$ cat src/rtl/ep_dma_pkg.sv
package ep_dma_pkg;
    localparam int          BYTE_W      = 8;
    localparam int          BEAT_W      = 5;
    localparam logic [7:0]  CMD_DMA_CFG = 8'hFB;

    typedef struct packed {
        logic       irq_ep5;
        logic       irq_ep4;
        logic       irq_pin;
        logic       reload;
        logic       dir;
        logic       en;
        logic [1:0] burst;
    } dma_cfg_t;

    typedef enum logic [1:0] {
        ST_IDLE,
        ST_ACTIVE,
        ST_GAP,
        ST_RELOAD
    } req_st_t;

    function automatic logic [BEAT_W-1:0] burst_beats(input logic [1:0] code);
        case (code)
            2'b00:   burst_beats = BEAT_W'(1);
            2'b01:   burst_beats = BEAT_W'(4);
            2'b10:   burst_beats = BEAT_W'(8);
            default: burst_beats = BEAT_W'(16);
        endcase
    endfunction
endpackage

$ cat src/rtl/ep_dma_cfg_reg.sv
module ep_dma_cfg_reg
    import ep_dma_pkg::*;
(
    input  logic              clk,
    input  logic              rst,
    input  logic              cmd_valid,
    input  logic [BYTE_W-1:0] cmd_code,
    input  logic              wr_valid,
    input  logic [BYTE_W-1:0] wr_data,
    input  logic              eot_valid,
    output dma_cfg_t          cfg,
    output logic [BYTE_W-1:0] rd_data
);
    logic sel_q;
    logic wr_hit;

    assign wr_hit  = wr_valid && sel_q;
    assign rd_data = sel_q ? BYTE_W'(cfg) : '0;

    always_ff @(posedge clk) begin
        if (rst) begin
            sel_q <= 1'b0;
            cfg   <= '0;
        end else begin
            if (cmd_valid)
                sel_q <= (cmd_code == CMD_DMA_CFG);
            if (wr_hit)
                cfg <= dma_cfg_t'(wr_data);
            else if (eot_valid && !cfg.reload)
                cfg.en <= 1'b0;
        end
    end

    // a valid end-of-transfer without reload leaves DMA disabled
    p_eot_clears_en_r8: assert property (@(posedge clk) disable iff (rst)
        (eot_valid && !cfg.reload && !wr_hit) |=> !cfg.en);

    // writes while deselected leave the byte unchanged
    p_no_write_deselected_r2: assert property (@(posedge clk) disable iff (rst)
        (wr_valid && !sel_q && !eot_valid) |=> $stable(cfg));
endmodule

$ cat src/rtl/ep_dma_qual.sv
module ep_dma_qual (
    input  logic clk,
    input  logic rst,
    input  logic dir,
    input  logic ack_n,
    input  logic rd_n,
    input  logic wr_n,
    input  logic eot_n,
    output logic beat,
    output logic eot_valid
);
    logic stb_n;
    logic stb_prev_q;

    assign stb_n     = dir ? wr_n : rd_n;
    assign beat      = !ack_n && !stb_n && stb_prev_q;
    assign eot_valid = !ack_n && !stb_n && !eot_n;

    always_ff @(posedge clk) begin
        if (rst) stb_prev_q <= 1'b1;
        else     stb_prev_q <= stb_n;
    end

    // a byte is counted once per strobe, never on two cycles in a row
    p_beat_once_r6: assert property (@(posedge clk) disable iff (rst)
        beat |=> !beat);
endmodule

$ cat src/rtl/ep_dma_req_fsm.sv
module ep_dma_req_fsm
    import ep_dma_pkg::*;
(
    input  logic       clk,
    input  logic       rst,
    input  logic       en,
    input  logic       ready,
    input  logic       reload,
    input  logic [1:0] burst,
    input  logic       beat,
    input  logic       eot_valid,
    output logic       req
);
    req_st_t             st_q;
    logic [BEAT_W-1:0]   cnt_q;
    logic [BEAT_W-1:0]   len;
    logic                last_beat;

    assign len       = burst_beats(burst);
    assign last_beat = (cnt_q == len - BEAT_W'(1));
    assign req       = (st_q == ST_ACTIVE);

    always_ff @(posedge clk) begin
        if (rst) begin
            st_q  <= ST_IDLE;
            cnt_q <= '0;
        end else if (eot_valid) begin
            st_q  <= reload ? ST_RELOAD : ST_IDLE;
            cnt_q <= '0;
        end else begin
            case (st_q)
                ST_IDLE: begin
                    cnt_q <= '0;
                    if (en && ready) st_q <= ST_ACTIVE;
                end
                ST_ACTIVE: begin
                    if (!en || !ready) begin
                        st_q  <= ST_IDLE;
                        cnt_q <= '0;
                    end else if (beat) begin
                        if (last_beat) begin
                            st_q  <= ST_GAP;
                            cnt_q <= '0;
                        end else begin
                            cnt_q <= cnt_q + BEAT_W'(1);
                        end
                    end
                end
                ST_GAP:    st_q <= ST_IDLE;
                default:   if (!ready) st_q <= ST_IDLE;
            endcase
        end
    end

    // no request in a cycle after the enable was low
    p_req_needs_en_r4: assert property (@(posedge clk) disable iff (rst)
        !$past(en) |-> !req);

    // the beat counter stays inside the burst
    p_burst_bound_r5: assert property (@(posedge clk) disable iff (rst)
        req |-> (cnt_q < len));

    // the request is withdrawn after the last byte of a burst
    p_drop_after_last_r5: assert property (@(posedge clk) disable iff (rst)
        (req && beat && last_beat) |=> !req);
endmodule

$ cat src/rtl/ep_dma_hs.sv
module ep_dma_hs
    import ep_dma_pkg::*;
(
    input  logic              clk,
    input  logic              rst,
    input  logic              cmd_valid,
    input  logic [BYTE_W-1:0] cmd_code,
    input  logic              wr_valid,
    input  logic [BYTE_W-1:0] wr_data,
    output logic [BYTE_W-1:0] rd_data,
    input  logic              buf_has_data,
    input  logic              buf_has_space,
    output logic              dma_req,
    input  logic              dma_ack_n,
    input  logic              dma_rd_n,
    input  logic              dma_wr_n,
    input  logic              dma_eot_n,
    output logic              buf_pop,
    output logic              buf_push,
    output logic              irq_en_ep4,
    output logic              irq_en_ep5,
    output logic              irq_pin_mode,
    output logic              dma_dir
);
    dma_cfg_t cfg;
    logic     beat;
    logic     eot_valid;
    logic     ready;

    ep_dma_cfg_reg u_cfg (
        .clk       (clk),
        .rst       (rst),
        .cmd_valid (cmd_valid),
        .cmd_code  (cmd_code),
        .wr_valid  (wr_valid),
        .wr_data   (wr_data),
        .eot_valid (eot_valid),
        .cfg       (cfg),
        .rd_data   (rd_data)
    );

    ep_dma_qual u_qual (
        .clk       (clk),
        .rst       (rst),
        .dir       (cfg.dir),
        .ack_n     (dma_ack_n),
        .rd_n      (dma_rd_n),
        .wr_n      (dma_wr_n),
        .eot_n     (dma_eot_n),
        .beat      (beat),
        .eot_valid (eot_valid)
    );

    assign ready = cfg.dir ? buf_has_space : buf_has_data;

    ep_dma_req_fsm u_fsm (
        .clk       (clk),
        .rst       (rst),
        .en        (cfg.en),
        .ready     (ready),
        .reload    (cfg.reload),
        .burst     (cfg.burst),
        .beat      (beat),
        .eot_valid (eot_valid),
        .req       (dma_req)
    );

    assign buf_pop      = beat && !cfg.dir;
    assign buf_push     = beat &&  cfg.dir;
    assign irq_en_ep4   = cfg.irq_ep4;
    assign irq_en_ep5   = cfg.irq_ep5;
    assign irq_pin_mode = cfg.irq_pin;
    assign dma_dir      = cfg.dir;

    // a byte goes one way only
    p_one_direction_r6: assert property (@(posedge clk) disable iff (rst)
        $onehot0({buf_pop, buf_push}));

    // a request in a cycle after the buffer was not ready is impossible
    p_req_needs_ready_r4: assert property (@(posedge clk) disable iff (rst)
        !$past(ready) |-> !dma_req);
endmodule

$ cat config.mk
export PLATFORM = sky130hd
export DESIGN_NAME = ep_dma_hs
export DESIGN_NICKNAME = d
export VERILOG_FILES = /design/src/rtl/ep_dma_pkg.sv /design/src/rtl/ep_dma_cfg_reg.sv /design/src/rtl/ep_dma_qual.sv /design/src/rtl/ep_dma_req_fsm.sv /design/src/rtl/ep_dma_hs.sv
export SDC_FILE = /design/constraint.sdc
export NUM_CORES = 1
export LEC_CHECK = 0
export BUFFER_PORTS_ARGS = -buffer_cell sky130_fd_sc_hd__buf_2
export CAP_MARGIN = 20
export CELL_PAD_IN_SITES_DETAIL_PLACEMENT = 1
export CELL_PAD_IN_SITES_GLOBAL_PLACEMENT = 2
export CORE_ASPECT_RATIO = 0.75
export CORE_UTILIZATION = 28
export CTS_BUF_LIST = sky130_fd_sc_hd__clkbuf_8
export CTS_CLUSTER_DIAMETER = 80
export DETAILED_ROUTE_END_ITERATION = 16
export GPL_TIMING_DRIVEN = 0
export PLACE_DENSITY = 0.79
export SLEW_MARGIN = 20
export SYNTH_ARGS = -nofsm -noshare
export SYNTH_HDL_FRONTEND = slang
export SYNTH_HIERARCHICAL = 1
export SYNTH_SLANG_ARGS = --single-unit
$ cat constraint.sdc
create_clock -name clk -period 1.95 [get_ports clk]
set_input_delay 0.195 -clock clk [delete_from_list [all_inputs] [get_ports clk]]
set_output_delay 0.195 -clock clk [all_outputs]
set_load 0.05 [all_outputs]
; ---- Yosys cells after proc, flatten, opt, wreduce, memory -nomap -nowiden
; Cells that the tools add are included.
[classes]
n_reduce_logical = 23
muxes = 18
eq_ne = 11
addsub = 2
[ops]
columns = op, count
row1 = $mux W5, 3
row2 = $pmux W5 S3, 1
row3 = $mux W2, 7
row4 = $pmux W5 S2, 1
row5 = $eq A8 B8 Y1 const B, 1
row6 = $logic_and A1 B1 Y1, 8
row7 = $mux W8, 1
row8 = $ne A4 B1 Y1 const B, 2
row9 = $logic_not A1 Y1, 7
row10 = $pmux W2 S3, 1
row11 = $add A5 B1 Y5 const B, 1
row12 = $eq A5 B5 Y1, 1
row13 = $ne A5 B5 Y1 const B, 1
row14 = $sub A5 B1 Y5 const B, 1
row15 = $eq A2 B1 Y1 const B, 2
row16 = $eq A2 B2 Y1 const B, 2
row17 = $logic_not A2 Y1, 2
row18 = $mux W1, 4
row19 = $reduce_and A4 Y1, 1
row20 = $reduce_bool A2 Y1, 2
row21 = $ne A3 B1 Y1 const B, 1
row22 = $ne A3 B2 Y1 const B, 1
row23 = $reduce_and A2 Y1, 1
row24 = $reduce_or A2 Y1, 1
row25 = $logic_or A1 B1 Y1, 1
[word_totals]
out_inout_bits = 15
inputBits = 26
elab_cells = 65
regBits = 17

; ---- Depth between registers and ports, before layout
[logic_depth]
word_depth = 9
mapped_depth = 7
ltp_nobuf = 7

; ---- Cells and area by module
; The synthesis kept the hierarchy.
[modules_own_cells]
columns = mod, instances, area_per_inst_um2, cells_each
row1 = ep_dma_req_fsm, 1, 488.0, 58
row2 = ep_dma_cfg_reg, 1, 444.2, 52
row3 = ep_dma_qual, 1, 58.8, 5
row4 = ep_dma_hs, 1, 31.3, 3

; ---- Least setup slack after synthesis
; No wires, ideal clock.
[synth_timing]
path_kind = register to register
startpoint = register u_cfg/cfg[3] (netlist name)
endpoint = register u_fsm.cnt_q[3]
path_stages_with_launch = 7
t_arrival_ps = 2010
setup_slack_ps = -152
path_buffers = 0
synth_period_minus_slack_ps = 2102
cell_sequence = dfxtp_1 -> mux2_4 -> nor3b_2 -> o22a_1 -> nand4_1 -> xor2_1 -> nor4_1
[synth_between]
elab_chain_cells = 6
word_cells_on_any_way = 13
[synth_rtl]
columns = element, line_no
row1 = $mux W1, ep_dma_qual.sv:15  ; assign stb_n = dir ? wr_n : rd_n;
row2 = $logic_not A1 Y1, ep_dma_qual.sv:16  ; assign beat = !ack_n && !stb_n && stb_prev_q;
row3 = $logic_and A1 B1 Y1 (2 in a row), ep_dma_qual.sv:16
row4 = net beat, ep_dma_hs.sv:26  ; logic beat;
row5 = $ne A3 B1 Y1 (no line), -
row6 = $reduce_and A2 Y1 (no line), -
row7 = end signal: assignment, ep_dma_req_fsm.sv:45  ; cnt_q <= cnt_q + BEAT_W'(1);
row8 = end: declaration, ep_dma_req_fsm.sv:15  ; logic [BEAT_W-1:0] cnt_q;
; The timed path passes the listed nets, and every way through them passes these cells.
; A chain may end at the register's enable or synchronous reset.

; ---- Final worst setup path
[layout_timing]
startpoint = register u_cfg/cfg[3] (netlist name)
endpoint = output port buf_push
[layout_between]
elab_chain_cells = 5
[layout_rtl]
columns = element, line_no
row1 = $mux W1, ep_dma_qual.sv:15
row2 = $logic_not A1 Y1, ep_dma_qual.sv:16
row3 = $logic_and A1 B1 Y1 (2 in a row), ep_dma_qual.sv:16
row4 = net beat, ep_dma_hs.sv:26
row5 = $logic_and A1 B1 Y1, ep_dma_hs.sv:69  ; assign buf_push = beat && cfg.dir;
row6 = end: declaration, ep_dma_hs.sv:19  ; output logic buf_push,
; The timed path passes the listed nets, and every way through them passes these cells.

==> impl_summary.md <==
Status
The flow ran to the end, and the final reports show no timing, DRC or antenna violations.

GRT
The total congestion overflow after global routing is 0. Entering global routing, the biggest net connects 11 pins. The global-route wire length before repair is 4880 um.

For this run, the total global-route usage over all layers was measured as 16.4%. The number of antenna violations at the first check in global routing is 0. The via count of the first global-routing pass is 1,050.

Cells and area
0 antenna diodes ended up in the layout. Summing all multi-input logic gate instances after layout gives 633 um^2. The storage element area is 344 um^2.

The number of fillers in the final layout is 426. Of the cells placed in the final design, the portion with a size suffix greater than 1 is 40.5%. The final net count is 193. From synthesis to final layout, the design area changed by 31.7%.

The utilization after layout is 39.9%.

Logic synthesis
The post-synthesis sequential element count is 17. The total of warnings raised by yosys is 6. The number of synthesized flops with an enable pin is 0. In the post-synthesis netlist, the biggest area contributors are sky130_fd_sc_hd__dfxtp_1 33%, sky130_fd_sc_hd__a21oi_1 6.4%, sky130_fd_sc_hd__and2_1 4.9%.

Among all flip-flop cells after synthesis, the most frequent one is sky130_fd_sc_hd__dfxtp_1. The largest area contributor in the synthesized netlist is sky130_fd_sc_hd__dfxtp_1. The average footprint of a synthesized cell is 8.66 um^2. The sequential cell area fraction in the yosys report is 33.3%. The most numerous cell in the Yosys netlist is sky130_fd_sc_hd__dfxtp_1. The cell count after synthesis came out at 118.

After synthesis, the share of flip-flops with an asynchronous set or reset is 0%. The number of nets produced by synthesis is 147. The area share of the largest cell type after synthesis is 33.3%. The post-synth design cell area is 1020 um^2. In the synthesized netlist, the cells that appear most often are 17 x sky130_fd_sc_hd__dfxtp_1, 13 x sky130_fd_sc_hd__a21oi_1, 12 x sky130_fd_sc_hd__nand2_1. The number of distinct library cell variants in the gate-level netlist after synthesis is 42.

Power
Net switching is 25.7% of the power. For this design the ratio of total power to cell area is 544 nW/um^2. Summed over all cells, the static leakage comes to 0.568 nW. The share of total power in the clock network is 36.1%. The overall power of the completed layout is 732 uW. The design internal power is 544 uW. The combinational fraction of design power is 15.5%.

The sequential fraction of design power is 48.4%. Across the VDD grid, the largest voltage drop is 0.232 mV. The switching power of the nets is 188 uW.

Clock network
The number of H-tree levels is 1. The clock transition time at the flip-flop clock pins of the worst setup and hold paths is 70 ps. For the worst-skew pair, the clock arrives at the later sink with an insertion delay of 250 ps. The CTS buffer count is 3. The largest buffer count on any clock path is 2. TritonCTS built the clock tree. The clock net sink count is 17. The clock root buffer is sky130_fd_sc_hd__clkbuf_8.

Critical path
Data arrives at the worst endpoint at 1620 ps. The maximum fanout count along the critical path is 7. The longest individual stage delay on the worst path is 390 ps. The endpoint type of the worst setup path is an output pin. The signal on the critical path passes through mux2_4 > nor3b_4 > and2_2 > clkbuf_4. Among all stages on the critical path, the largest delay is contributed by sky130_fd_sc_hd__dfxtp_4. The required time of the worst setup path is 1750 ps. STA classifies the critical path startpoint as a flop. The type of the worst setup path is flop to output pin.

Die
The die extent in x is 71.8 um. In this run the vertical extent of the chip is 54.3 um. For this configuration, the core starts out at a cell density of 30.3%.

41 I/O pins were placed. The region available for standard cell placement spans 3380 um^2. The die covers 3900 um^2. The number of placement rows is 18.

Drt
The DRC violation count after routing is 0. The average via count per standard cell is 5.00. The first detailed-routing pass ran for 4 iterations. For this block, the via count after detailed routing is 1,015. The routed length per placed instance is 14.0 um. The routed design has 2840 um of wire. The count of routing violations after the opening detailed-route iteration is 34. The post-route antenna net violation count is 0.

Placement
The congestion estimate from routability-driven global placement came to 0.758. Buffers placed on the I/O ports in this run total 39. The half-perimeter wire length after detailed placement is 2210 um.

Job
The number of violations of the max-capacitance limit is 0.

Timing
The max-slew violation count was 0. The final period demand of the worst path is 1820 ps. For the final database, setup skew stands at 5.57 ps.

Setup repair after global routing left no endpoint under its margin. The worst pin sits at a relative slew slack of 70.4%. Setup violations remaining at the end of the flow were counted as 0. The count of endpoints failing hold in the final timing report is 0. Timing would allow up to 0.550 GHz.

At the pin with the least slew margin, the transition time is 445 ps. In the finished design, the share of the clock period the worst path needs comes to 93.2%.

Min path
The worst hold-check path type is input pin to flop.
[registers in the layout (all words and copies together) (netlist names)]
register           cells
u_fsm/st_q             2
u_cfg/sel_q            1
u_fsm/cnt_q            5
u_qual/stb_prev_q      1
u_cfg/cfg              8
[cell families (layout without fill, tap and decap cells)]
kind of cell / after synthesis / after routing / synth area share (%)
and+or+nand+nor: 59 / 59 / 35.6
AOI/OAI and AO/OA: 25 / 25 / 15.5
DFF: 17 / 17 / 33.3
buffers and inverters: 8 / 53 / 5.51
xor gates and xnor gates: 4 / 4 / 3.43
adders and majority gates: 3 / 3 / 3.67
muxes: 2 / 2 / 2.94
[power by group through the flow]
stage               clock network, mW  logic, mW  registers [mW]
detailed placement                  0      0.106           0.363
floorplan                           0     0.0646           0.362
CTS                             0.277      0.111           0.355
global route                    0.294      0.124           0.354
finish                          0.264      0.114           0.354
global placement                    0      0.102           0.363
[cell type report]
type                            instances  share of cell area [%]
Buffer                                  5                    3.44
Clock buffer                            3                    3.07
Clock inverter                          1                   0.372
Inverter                                3                   0.836
Multi-Input combinational cell         93                    47.0
Sequential cell                        17                    25.6
Tap cell                               40                    3.72
Timing Repair Buffer                   41                    16.0
[worst max-delay path: cells and delay by family (launching register included)]
kind                   cells  cell delay, ps
multiplexers               1             330
AND/OR/NAND/NOR            2             430
flip-flops                 1             390
buffers and inverters      1             220
[layout by cell type (no fill, tap or decap), types with 2 or more instances in the layout]
| master | Yosys | routed |
|---|---|---|
| sky130_fd_sc_hd__a21o_1 | 2 | 2 |
| sky130_fd_sc_hd__a21oi_1 | 13 | 13 |
| sky130_fd_sc_hd__a21oi_2 | 2 | 2 |
| sky130_fd_sc_hd__and2_1 | 8 | 8 |
| sky130_fd_sc_hd__and3_1 | 2 | 2 |
| sky130_fd_sc_hd__buf_2 | 0 | 37 |
| sky130_fd_sc_hd__buf_4 | 0 | 2 |
| sky130_fd_sc_hd__buf_6 | 2 | 2 |
| sky130_fd_sc_hd__clkbuf_4 | 0 | 2 |
| sky130_fd_sc_hd__clkbuf_8 | 0 | 3 |
| sky130_fd_sc_hd__dfxtp_1 | 17 | 16 |
| sky130_fd_sc_hd__ha_1 | 3 | 3 |
| sky130_fd_sc_hd__inv_1 | 3 | 3 |
| sky130_fd_sc_hd__mux2_4 | 2 | 2 |
| sky130_fd_sc_hd__nand2_1 | 12 | 12 |
| sky130_fd_sc_hd__nand2b_1 | 2 | 2 |
| sky130_fd_sc_hd__nand3_1 | 9 | 9 |
| sky130_fd_sc_hd__nand3_2 | 3 | 3 |
| sky130_fd_sc_hd__nand4_1 | 4 | 4 |
| sky130_fd_sc_hd__nor3_1 | 2 | 2 |
| sky130_fd_sc_hd__nor4_1 | 4 | 4 |
| sky130_fd_sc_hd__xor2_1 | 3 | 3 |
[through the flow]
stage	instance area [um^2]	hold WS (ps)	setup TNS [ps]	cells	worst slack, ps
floorplan	1020	265	0	118	51.2
global placement	1270	448	-83.4	197	-42.2
detailed placement	1270	464	-169	197	-89.2
CTS	1330	187	0	202	36.3
global route	1350	193	0	203	14.9
finish	1350	194	0	203	132
[per-layer routing]
metal | wire (um) | share of wire [%] | GRT usage (%) | vias to the layer above
li1 | - | - | - | 517
met1 | 1350 | 48 | 19.4 | 465
met2 | 1290 | 46 | 29.4 | 31
met3 | 167 | 5.9 | 4.79 | 2
met4 | 27 | 0.95 | 4.90 | 0
met5 | 0 | 0 | 0 | -
[final timing paths]
path	from	endpoint	slack (ps)	cells after the start
worst min-delay path	wr_data[4]	u_cfg/cfg[4]	190	3
worst max register to register	u_cfg/cfg[3]	u_fsm/st_q[1]	160	6
worst min register to register	u_cfg/cfg[5]	u_cfg/cfg[5]	480	2
worst max-delay path	u_cfg/cfg[3]	buf_push	130	4
[repair_timing]
action,4_1_cts,5_1_grt
pin swaps,2,2
buffers inserted,1,1
gates cloned,0,0
gates resized for setup,2,4
hold buffers,0,0
setup endpoints to repair,6,4
Note: power is estimated with default switching activity, not from simulation.
